## src/rtl/gpio_bank_pkg.sv

```systemverilog
package gpio_bank_pkg;
  localparam int ADDR_W = 8;

  localparam logic [ADDR_W-1:0] OFF_MODE   = 8'h00;
  localparam logic [ADDR_W-1:0] OFF_DIR    = 8'h04;
  localparam logic [ADDR_W-1:0] OFF_OUT    = 8'h08;
  localparam logic [ADDR_W-1:0] OFF_IN     = 8'h0C;
  localparam logic [ADDR_W-1:0] OFF_STAT   = 8'h10;
  localparam logic [ADDR_W-1:0] OFF_CLR    = 8'h14;
  localparam logic [ADDR_W-1:0] OFF_ENA    = 8'h18;
  localparam logic [ADDR_W-1:0] OFF_ENSET  = 8'h1C;
  localparam logic [ADDR_W-1:0] OFF_POL    = 8'h20;
  localparam logic [ADDR_W-1:0] OFF_SENSE  = 8'h24;
  localparam logic [ADDR_W-1:0] OFF_FILT   = 8'h28;
  localparam logic [ADDR_W-1:0] OFF_OSRC   = 8'h40;
  localparam logic [ADDR_W-1:0] OFF_BOTH   = 8'h4C;
  localparam logic [ADDR_W-1:0] OFF_INEN   = 8'h50;
endpackage

```

## src/rtl/gpio_sync.sv

```systemverilog
module gpio_sync #(
  parameter int W      = 32,
  parameter int STAGES = 2
) (
  input  logic         clk,
  input  logic         rst_n,
  input  logic [W-1:0] d,
  output logic [W-1:0] q
);
  for (genvar s = 0; s < STAGES; s++) begin : g_st
    logic [W-1:0] q_r;
    logic [W-1:0] q_n;
    if (s == 0) begin : g_first
      assign q_n = d;
    end else begin : g_next
      assign q_n = g_st[s-1].q_r;
    end
    always_ff @(posedge clk or negedge rst_n) begin
      if (!rst_n) q_r <= '0;
      else        q_r <= q_n;
    end
  end

  assign q = g_st[STAGES-1].q_r;
endmodule

```

## src/rtl/gpio_regs.sv

```systemverilog
module gpio_regs
  import gpio_bank_pkg::*;
#(
  parameter int NLINES = 32,
  parameter int DATA_W = 32
) (
  input  logic              clk,
  input  logic              rst_n,
  input  logic              wr_en,
  input  logic              rd_en,
  input  logic [ADDR_W-1:0] addr,
  input  logic [DATA_W-1:0] wdata,
  output logic [DATA_W-1:0] rdata,
  input  logic [NLINES-1:0] in_data,
  input  logic [NLINES-1:0] status,
  output logic [NLINES-1:0] mode_irq,
  output logic [NLINES-1:0] dir_out,
  output logic [NLINES-1:0] out_val,
  output logic [NLINES-1:0] pol,
  output logic [NLINES-1:0] sense_edge,
  output logic [NLINES-1:0] both_edge,
  output logic [NLINES-1:0] in_en,
  output logic [NLINES-1:0] en_mask,
  output logic [NLINES-1:0] clr_pulse
);
  logic [NLINES-1:0] wbits;
  logic [NLINES-1:0] filt_q, osrc_q;
  logic [NLINES-1:0] mode_n, dir_n, out_n, pol_n, sense_n, both_n, inen_n;
  logic [NLINES-1:0] ena_n, filt_n, osrc_n;
  logic [DATA_W-1:0] rd_n;

  assign wbits = wdata[NLINES-1:0];

  // next-state for writable registers and the clear strobe
  always_comb begin
    mode_n    = mode_irq;
    dir_n     = dir_out;
    out_n     = out_val;
    pol_n     = pol;
    sense_n   = sense_edge;
    both_n    = both_edge;
    inen_n    = in_en;
    ena_n     = en_mask;
    filt_n    = filt_q;
    osrc_n    = osrc_q;
    clr_pulse = '0;
    if (wr_en) begin
      case (addr)
        OFF_MODE:  mode_n    = wbits;
        OFF_DIR:   dir_n     = wbits;
        OFF_OUT:   out_n     = wbits;
        OFF_POL:   pol_n     = wbits;
        OFF_SENSE: sense_n   = wbits;
        OFF_BOTH:  both_n    = wbits;
        OFF_INEN:  inen_n    = wbits;
        OFF_FILT:  filt_n    = wbits;
        OFF_OSRC:  osrc_n    = wbits;
        OFF_CLR:   clr_pulse = wbits;
        OFF_ENA:   ena_n     = en_mask & wbits;
        OFF_ENSET: ena_n     = en_mask | wbits;
        default:   ;
      endcase
    end
  end

  always_ff @(posedge clk or negedge rst_n) begin
    if (!rst_n) begin
      mode_irq   <= '0;
      dir_out    <= '0;
      out_val    <= '0;
      pol        <= '0;
      sense_edge <= '0;
      both_edge  <= '0;
      in_en      <= '0;
      en_mask    <= '0;
      filt_q     <= '0;
      osrc_q     <= '0;
    end else if (wr_en) begin
      mode_irq   <= mode_n;
      dir_out    <= dir_n;
      out_val    <= out_n;
      pol        <= pol_n;
      sense_edge <= sense_n;
      both_edge  <= both_n;
      in_en      <= inen_n;
      en_mask    <= ena_n;
      filt_q     <= filt_n;
      osrc_q     <= osrc_n;
    end
  end

  // read mux
  always_comb begin
    rd_n = '0;
    case (addr)
      OFF_MODE:  rd_n = DATA_W'(mode_irq);
      OFF_DIR:   rd_n = DATA_W'(dir_out);
      OFF_OUT:   rd_n = DATA_W'(out_val);
      OFF_IN:    rd_n = DATA_W'(in_data);
      OFF_STAT:  rd_n = DATA_W'(status);
      OFF_ENA:   rd_n = DATA_W'(en_mask);
      OFF_POL:   rd_n = DATA_W'(pol);
      OFF_SENSE: rd_n = DATA_W'(sense_edge);
      OFF_FILT:  rd_n = DATA_W'(filt_q);
      OFF_OSRC:  rd_n = DATA_W'(osrc_q);
      OFF_BOTH:  rd_n = DATA_W'(both_edge);
      OFF_INEN:  rd_n = DATA_W'(in_en);
      default:   rd_n = '0;
    endcase
  end

  always_ff @(posedge clk or negedge rst_n) begin
    if (!rst_n)     rdata <= '0;
    else if (rd_en) rdata <= rd_n;
  end
endmodule

```

## src/rtl/gpio_detect.sv

```systemverilog
module gpio_detect #(
  parameter int NLINES = 32
) (
  input  logic              clk,
  input  logic              rst_n,
  input  logic [NLINES-1:0] sync_q,
  input  logic [NLINES-1:0] in_en,
  input  logic [NLINES-1:0] mode_irq,
  input  logic [NLINES-1:0] pol,
  input  logic [NLINES-1:0] sense_edge,
  input  logic [NLINES-1:0] both_edge,
  input  logic [NLINES-1:0] clr_pulse,
  output logic [NLINES-1:0] in_data,
  output logic [NLINES-1:0] status
);
  logic [NLINES-1:0] act, act_prev, evt, stat_n;

  assign in_data = sync_q & in_en;
  assign act     = in_en & (sync_q ^ pol);

  for (genvar i = 0; i < NLINES; i++) begin : g_line
    assign evt[i] = both_edge[i] ? (act[i] ^ act_prev[i])
                                 : (act[i] & ~act_prev[i]);
    // edge event outranks a clear in the same cycle
    assign stat_n[i] = !mode_irq[i]   ? 1'b0 :
                       !sense_edge[i] ? act[i] :
                       ((status[i] & ~clr_pulse[i]) | evt[i]);
  end

  always_ff @(posedge clk or negedge rst_n) begin
    if (!rst_n) begin
      act_prev <= '0;
      status   <= '0;
    end else begin
      act_prev <= act;
      status   <= stat_n;
    end
  end
endmodule

```

## src/rtl/gpio_irq_bank.sv

```systemverilog
module gpio_irq_bank
  import gpio_bank_pkg::*;
#(
  parameter int NLINES      = 32,
  parameter int DATA_W      = 32,
  parameter int SYNC_STAGES = 2
) (
  input  logic              clk,
  input  logic              rst_n,
  input  logic              wr_en,
  input  logic              rd_en,
  input  logic [ADDR_W-1:0] addr,
  input  logic [DATA_W-1:0] wdata,
  output logic [DATA_W-1:0] rdata,
  input  logic [NLINES-1:0] pin_in,
  output logic [NLINES-1:0] pin_out,
  output logic [NLINES-1:0] pin_oe,
  output logic              irq
);
  logic              rst_meta, rst_sync_n;
  logic [NLINES-1:0] sync_q, in_data, status;
  logic [NLINES-1:0] mode_irq, dir_out, out_val, pol, sense_edge, both_edge;
  logic [NLINES-1:0] in_en, en_mask, clr_pulse;

  // asynchronous assert, synchronous release
  always_ff @(posedge clk or negedge rst_n) begin
    if (!rst_n) begin
      rst_meta   <= 1'b0;
      rst_sync_n <= 1'b0;
    end else begin
      rst_meta   <= 1'b1;
      rst_sync_n <= rst_meta;
    end
  end

  gpio_sync #(.W(NLINES), .STAGES(SYNC_STAGES)) u_sync (
    .clk(clk), .rst_n(rst_sync_n), .d(pin_in), .q(sync_q)
  );

  gpio_regs #(.NLINES(NLINES), .DATA_W(DATA_W)) u_regs (
    .clk(clk), .rst_n(rst_sync_n), .wr_en(wr_en), .rd_en(rd_en),
    .addr(addr), .wdata(wdata), .rdata(rdata),
    .in_data(in_data), .status(status),
    .mode_irq(mode_irq), .dir_out(dir_out), .out_val(out_val), .pol(pol),
    .sense_edge(sense_edge), .both_edge(both_edge), .in_en(in_en),
    .en_mask(en_mask), .clr_pulse(clr_pulse)
  );

  gpio_detect #(.NLINES(NLINES)) u_det (
    .clk(clk), .rst_n(rst_sync_n), .sync_q(sync_q), .in_en(in_en),
    .mode_irq(mode_irq), .pol(pol), .sense_edge(sense_edge),
    .both_edge(both_edge), .clr_pulse(clr_pulse),
    .in_data(in_data), .status(status)
  );

  assign pin_out = out_val;
  assign pin_oe  = dir_out & ~mode_irq;
  assign irq     = |(status & en_mask);
endmodule

```

## config.mk

```make
export PLATFORM = sky130hd
export DESIGN_NAME = gpio_irq_bank
export DESIGN_NICKNAME = d
export VERILOG_FILES = /design/src/rtl/gpio_bank_pkg.sv /design/src/rtl/gpio_sync.sv /design/src/rtl/gpio_regs.sv /design/src/rtl/gpio_detect.sv /design/src/rtl/gpio_irq_bank.sv
export SDC_FILE = /design/constraint.sdc
export NUM_CORES = 1
export LEC_CHECK = 0
export BUFFER_PORTS_ARGS = -buffer_cell sky130_fd_sc_hd__buf_4
export CORE_ASPECT_RATIO = 1.5
export CORE_MARGIN = 2
export CORE_UTILIZATION = 60
export DETAILED_ROUTE_END_ITERATION = 8
export GPL_ROUTABILITY_DRIVEN = 0
export PLACE_DENSITY = 0.81
export SLEW_MARGIN = 20
export SYNTH_ARGS = -nofsm -noshare
export SYNTH_HDL_FRONTEND = slang
export SYNTH_SLANG_ARGS = --single-unit
```

## constraint.sdc

```tcl
create_clock -name clk -period 15.8 [get_ports clk]
set_clock_uncertainty 0.2 [all_clocks]
set_input_delay 0.79 -clock clk [delete_from_list [all_inputs] [get_ports clk]]
set_output_delay 0.79 -clock clk [all_outputs]
set_load 0.005 [all_outputs]
```

==> impl_results.md, run 1 <==
- Reg clk slew, reported paths: 0.06 ns
- CP Max Fanout: 59
- Via/cell ratio: 6.797
- FMAX: 0.2425 GHz
- Period Utilization, post-route: 26.10%
- Reg2reg path depth: 3
- Iter 0 DRT Violations: 2,182
- Max stage delay cell, worst path: and2_1
- Dpl hpwl: 42,670 um
- Gr usage total: 35.82%
- Mapped cell area: 21,980 sq um
- Critical Path RT: 16.05 ns
- Num CTS Buffers: 46
- Number of global-route vias before repair: 17,230
- Crit-path most repeated cell: buf_4
- Leak pwr: 11.89 nW
- Clock buffer depth: 3
- Pin count of the biggest net entering global routing: 191
- CTS tree: done
- Worst Hold Class: input port to flop
- Crit path from: addr[2]
- Unrepaired setup endpoints after global routing: no
- Setup bufs post-CTS: 0
- Worst setup SP type: input port
- Vias: 16,840
- Die Wd: 160.3 um
- Final Hold Fails: 0
- Syn Area/Cell: 11.92 sq um
- Outcome: complete, no violations
- Synth Flop Type: dfrtp_1
- MaxCap Viol Count: 0
- Post-synth EDFFs: 0
- Worst Tran Pin Value: 1.268 ns
- Pins over their slew limit: 0
- Area growth, synth to finish: 14.41%
- Crit path largest cell delay: 0.88 ns
- # IOs: 173
- Flops & latches, synth: 482
- Pre-CTS WS: 11.28 ns
- Critical setup path kind: input port to flop
- Internal reg-to-reg setup slack: 12.63 ns
- Setup slack after layout: 11.68 ns
- Post-synth ARST share: 100.0%
- H-tree depth: 2
- Worst flop-to-flop path startpoint: rst_sync_n
- Final setup violation count: 0
- WL per Instance: 27.54 um
- I/O Buffers: 172
- PwrDens: 104.9 nW/um^2
- Net count after synthesis: 1,953
- Fin crit period: 4.124 ns
- Cells after synthesis: 1,845
- Worst Path Arrival: 4.37 ns
- Warnings from Yosys: 0
- Layout cells sized above 1: 30.05%
- Post-DRT Antenna Nets: 0
- Sink Count: 482
- Synth cell types: 60
- DRC: 0
- IR drop worst, VDD: 0.08100 mV
- Initial antenna violation count: 0
- Cells along the critical path: buf_4, nor4b_2, and2_1, nand2_1, buf_4, mux2_2
- Die height: 238.4 um
- Core Box Area: 36,050 sq um
- Pre-antenna DRT Iters: 6
- Clock root cell: clkbuf_16
- Register area share after synthesis: 54.87%
- CP Capture Type: flop
- CP endpoint: u_regs.dir_out[14]
- Reg2Reg Capture Point: u_regs.en_mask[15]
- Nets: 2,074
- Final setup TNS: 0 ns
- Post-CTS sizing: 0
- WL final: 68,220 um
- Die ar.: 38,220 sq um
- Hold Buf Count CTS: 1
- GRT Residual Overflow: 0
- Initial Utilization: 60.98%
- Clock Latency Late Sink: 0.58 ns
- First-pass GRT wire length: 102,700 um
- FP Rows: 85
- Rel. slew slack: 15.15%
final cells by class:
type | instances | area (sq um)
inverters | 34 | 127.6
well taps | 478 | 598.1
flip-flops and latches | 482 | 12070
diodes | 2 | 5.005
clock buffers | 63 | 1306
fillers | 2514 | 10900
multi-input cells | 1195 | 9258
repair buffers | 207 | 1597
clock inverters | 16 | 193.9
per-layer routing:
layer | wire length [um] | GRT usage (%) | vias up | share of wire [%]
met2 | 31530 | 56.34 | 1119 | 46
met4 | 5643 | 25.88 | 0 | 8.3
met1 | 23670 | 43.12 | 8346 | 35
met3 | 7374 | 9.091 | 399 | 11
li1 | - | - | 6971 | -
met5 | 0 | 0 | - | 0
power breakdown:
part	switching [W]	leakage (nW)	internal [W]	total, W
clock network	0.000474	0.741	0.000643	0.00112
registers	0.0000501	6.52	0.00128	0.00133
logic	0.000107	4.63	0.0000783	0.000185
cell usage in the layout, fill, tap and decap left out, types with 4 or more instances in the layout:
| master | instances |
|---|---|
| buf_4 | 202 |
| and2_1 | 37 |
| a22o_1 | 10 |
| clkinv_2 | 8 |
| a21oi_1 | 158 |
| nor3_1 | 23 |
| a2111oi_0 | 12 |
| a221oi_1 | 21 |
| dfrtp_1 | 481 |
| mux2i_1 | 30 |
| nor4_1 | 4 |
| xor2_1 | 32 |
| a32oi_1 | 30 |
| o32ai_1 | 4 |
| nor4b_4 | 4 |
| nand3b_1 | 8 |
| clkbuf_8 | 7 |
| clkbuf_16 | 47 |
| a32o_1 | 7 |
| o21a_1 | 4 |
| o22ai_1 | 24 |
| mux2_2 | 297 |
| nand3_1 | 14 |
| a22oi_1 | 73 |
| clkbuf_1 | 9 |
| o21ai_0 | 40 |
| a31oi_1 | 6 |
| nand2_1 | 72 |
| o2bb2ai_1 | 26 |
| a222oi_1 | 4 |
| bufinv_16 | 4 |
| nor2b_1 | 43 |
| inv_1 | 34 |
| nor2_1 | 122 |
| ha_1 | 32 |
| mux2_1 | 13 |
worst max-delay path: cells and delay by family:
family,cells,cell delay [ns]
and+or+nand+nor,3,2.08
buffers and inverters,2,1.11
muxes,1,0.34
how the worst min path moves through the flow:
stage	startpoint	end	slack, ns	cells after the start
finish	pin_in[11]	u_sync.g_st[0].q_r[11]	0.12	1
global route	pin_in[25]	u_sync.g_st[0].q_r[25]	0.11	1
CTS	pin_in[8]	u_sync.g_st[0].q_r[8]	0.11	1
detailed placement	u_sync.g_st[0].q_r[2]	u_sync.q[2]	0.13	0
global placement	u_sync.g_st[0].q_r[4]	u_sync.q[4]	0.13	0
floorplan	rst_meta	rst_sync_n	0.13	0
synthesized netlist by cell type (32+ instances only):
library cell,number,area [sq um]
clkbuf_1,75,281.5
nand2_1,72,270.3
nor2b_1,44,275.3
ha_1,32,400.4
inv_1,34,127.6
nor2_1,124,465.5
xor2_1,32,280.3
o21ai_0,40,200.2
a21oi_1,158,790.8
a22oi_1,73,548.0
buf_2,52,260.3
dfrtp_1,482,12060
mux2_2,297,3344
and2_1,37,231.5
through the flow:
step | instances | utilization [%] | instance area, sq um | total power, W | hold WS [ns]
finish | 2477 | 69.76 | 25150 | 0.002637 | 0.1193
global route | 2475 | 69.74 | 25150 | 0.002714 | 0.1054
CTS | 2474 | 69.65 | 25110 | 0.002635 | 0.1121
detailed placement | 2394 | 65.46 | 23600 | 0.001535 | 0.1347
global placement | 2394 | 65.46 | 23600 | 0.001526 | 0.1313
floorplan | 1845 | - | 21980 | 0.001450 | 0.1312
logic make-up (layout without fill, tap and decap cells):
kind of cell,Yosys count,count (layout),synth area share (%)
buffers and inverters,168,320,3.284
AOI/OAI and AO/OA,431,431,13.10
adders and majority gates,32,32,1.821
muxes,341,341,17.35
DFF,482,482,54.87
and+or+nand+nor,358,358,8.293
xor gates and xnor gates,32,32,1.275
other,1,3,0.01706
Note: power is estimated with default switching activity, not from simulation.
==> run 2: changes to the inputs <==
clock period = 4.1 ns   (was 15.8 ns; I/O delays follow)
==> run 2 against run 1 <==
Effect of this change: global-route usage increased by 0.36 points; largest cell class unchanged; sequential cell count unchanged; register-to-register slack got worse by 11 ns; largest power group unchanged; critical path depth decreased by 2; critical path type is now flop to primary output.
==> impl_results.md, run 2 (synthesized netlist as in run 1, its figures left out) <==
- CP Capture Type: primary output
- Commonest non-fill, non-tap cell in the layout: dfrtp_1
- Commonest non-fill, non-tap cells in the layout: dfrtp_1 (481), mux2_2 (297), buf_4 (224), a21oi_1 (158), nor2_1 (123)
- MaxCap Viol Count: 0
- Outcome: complete, no violations
- Clock root cell: clkbuf_16
- Initial antenna violation count: 0
- Period Utilization, post-route: 79.36%
- Area after DPL: 23,900 sq um
- Worst Path Arrival: 2.85 ns
- Area growth, synth to finish: 18.19%
- Vias: 17,280
- Number of global-route vias before repair: 17,520
- Dpl hpwl: 44,480 um
- Post-Route Utilization: 72.07%
- Fillcell total: 2,388
- Ant diodes: 0
- # IOs: 173
- Pins over their slew limit: 0
- Worst flop-to-flop path startpoint: u_sync.q[30]
- Hold depth: 4
- First-pass GRT wire length: 104,300 um
- Placed cell count: 2,422
- Post-DRT Antenna Nets: 0
- Final setup violation count: 0
- Via/cell ratio: 6.740
- Worst Hold Class: input port to flop
- Die Wd: 160.3 um
- FMAX: 0.3074 GHz
- Clock buffer depth: 3
- Gr usage total: 36.18%
- Reg2Reg Capture Point: u_regs.rdata[30]
- Worst Hold End: u_regs.rdata[0]
- Post-CTS sizing: 0
- Rel. slew slack: 22.17%
- Sequential cell area: 12,070 sq um
- Min-Delay Startpoint: addr[0]
- Non-filler instance count after layout: 2,563
- Footprint of the multi-input gates: 9250 sq um
- CTS tree: done
- Final Hold Fails: 0
- Internal reg-to-reg setup slack: 1.81 ns
- Fin crit period: 3.254 ns
- Design Area, Final: 25,980 sq um
- Nets: 2,166
- Initial Utilization: 60.98%
- I/O Buffers: 172
- Iter 0 DRT Violations: 2,419
- FP Rows: 85
- Critical setup path kind: flop to primary output
- PwrDens: 386.2 nW/um^2
- Core Box Area: 36,050 sq um
- Worst Tran Pin Value: 1.163 ns
- Reg clk slew, reported paths: 0.06 ns
- WL final: 69,440 um
- DRC: 0
- Clock Latency Late Sink: 0.58 ns
- GRT Residual Overflow: 0
- Num CTS Buffers: 45
- Sink Count: 482
- Unrepaired setup endpoints after global routing: no
- CP Max Fanout: 3
- Reg2reg path depth: 5
- Setup bufs post-CTS: 0
- Die ar.: 38,220 sq um
- Worst setup SP type: flop
- Die height: 238.4 um
- Critical Path RT: 3.69 ns
- H-tree depth: 2
- Layout cells sized above 1: 29.59%
- WL per Instance: 27.09 um
- Leak pwr: 12.29 nW
- Pin count of the biggest net entering global routing: 76
- Pre-antenna DRT Iters: 8
- IR drop worst, VDD: 0.3531 mV
## run 2: per-layer routing
layer / up-vias / GRT usage [%] / part of all wire (%)
met5: - / 0 / 0
met4: 0 / 22.80 / 7.6
met3: 364 / 9.473 / 12
met2: 1230 / 56.85 / 46
met1: 8543 / 44.85 / 35
li1: 7138 / - / -
## run 2: area by class of cell
class / count / area share, %
clock buffers: 63 / 4.989
clock inverters: 11 / 0.4334
well taps: 478 / 2.302
repair buffers: 300 / 9.747
multi-input cells: 1195 / 35.60
inverters: 34 / 0.4912
flip-flops and latches: 482 / 46.44
## run 2: where the power goes
group / switching [W] / internal (W) / leakage, nW
registers: 0.000193 / 0.00495 / 6.52
clock network: 0.00179 / 0.00232 / 0.698
logic: 0.000430 / 0.000352 / 5.07
total: 0.00241 / 0.00762 / 12.3
## run 2: critical path, cell delays in order (launching register included)
cell and delay, ns:
dfrtp_1 0.45, a22oi_1 0.59, nand4_1 0.42, or4_1 0.62
buf_4 0.19
## run 2: how the worst max path moves through the flow
stage	to	slack [ns]	cells after the start	from
2_1_floorplan	u_det.act_prev[0]	-0.80	0	rst_sync_n
3_3_place_gp	u_regs.filt_q[3]	1.09	7	addr[4]
3_5_place_dp	u_regs.filt_q[30]	1.05	7	addr[4]
4_1_cts	irq	1.26	4	u_det.status[26]
5_1_grt	irq	0.91	4	u_det.status[26]
6_report	irq	0.85	4	u_det.status[26]
## run 2: per-stage QoR
step	hold WS [ns]	total power (W)	worst slack, ns	TNS, ns
2_1_floorplan	-0.2906	0.005585	-0.8045	-386.16
3_3_place_gp	-0.2124	0.005895	1.090	0
3_5_place_dp	-0.2103	0.005933	1.048	0
4_1_cts	0.03148	0.01004	1.258	0
5_1_grt	0.06865	0.01033	0.9072	0
6_report	0.06191	0.01003	0.8464	0
## run 2: timing repair
action                                  4_1_cts  5_1_grt
hold buffers                                 67        0
endpoints found under the hold margin       391        0
endpoints found under the setup margin        0        0
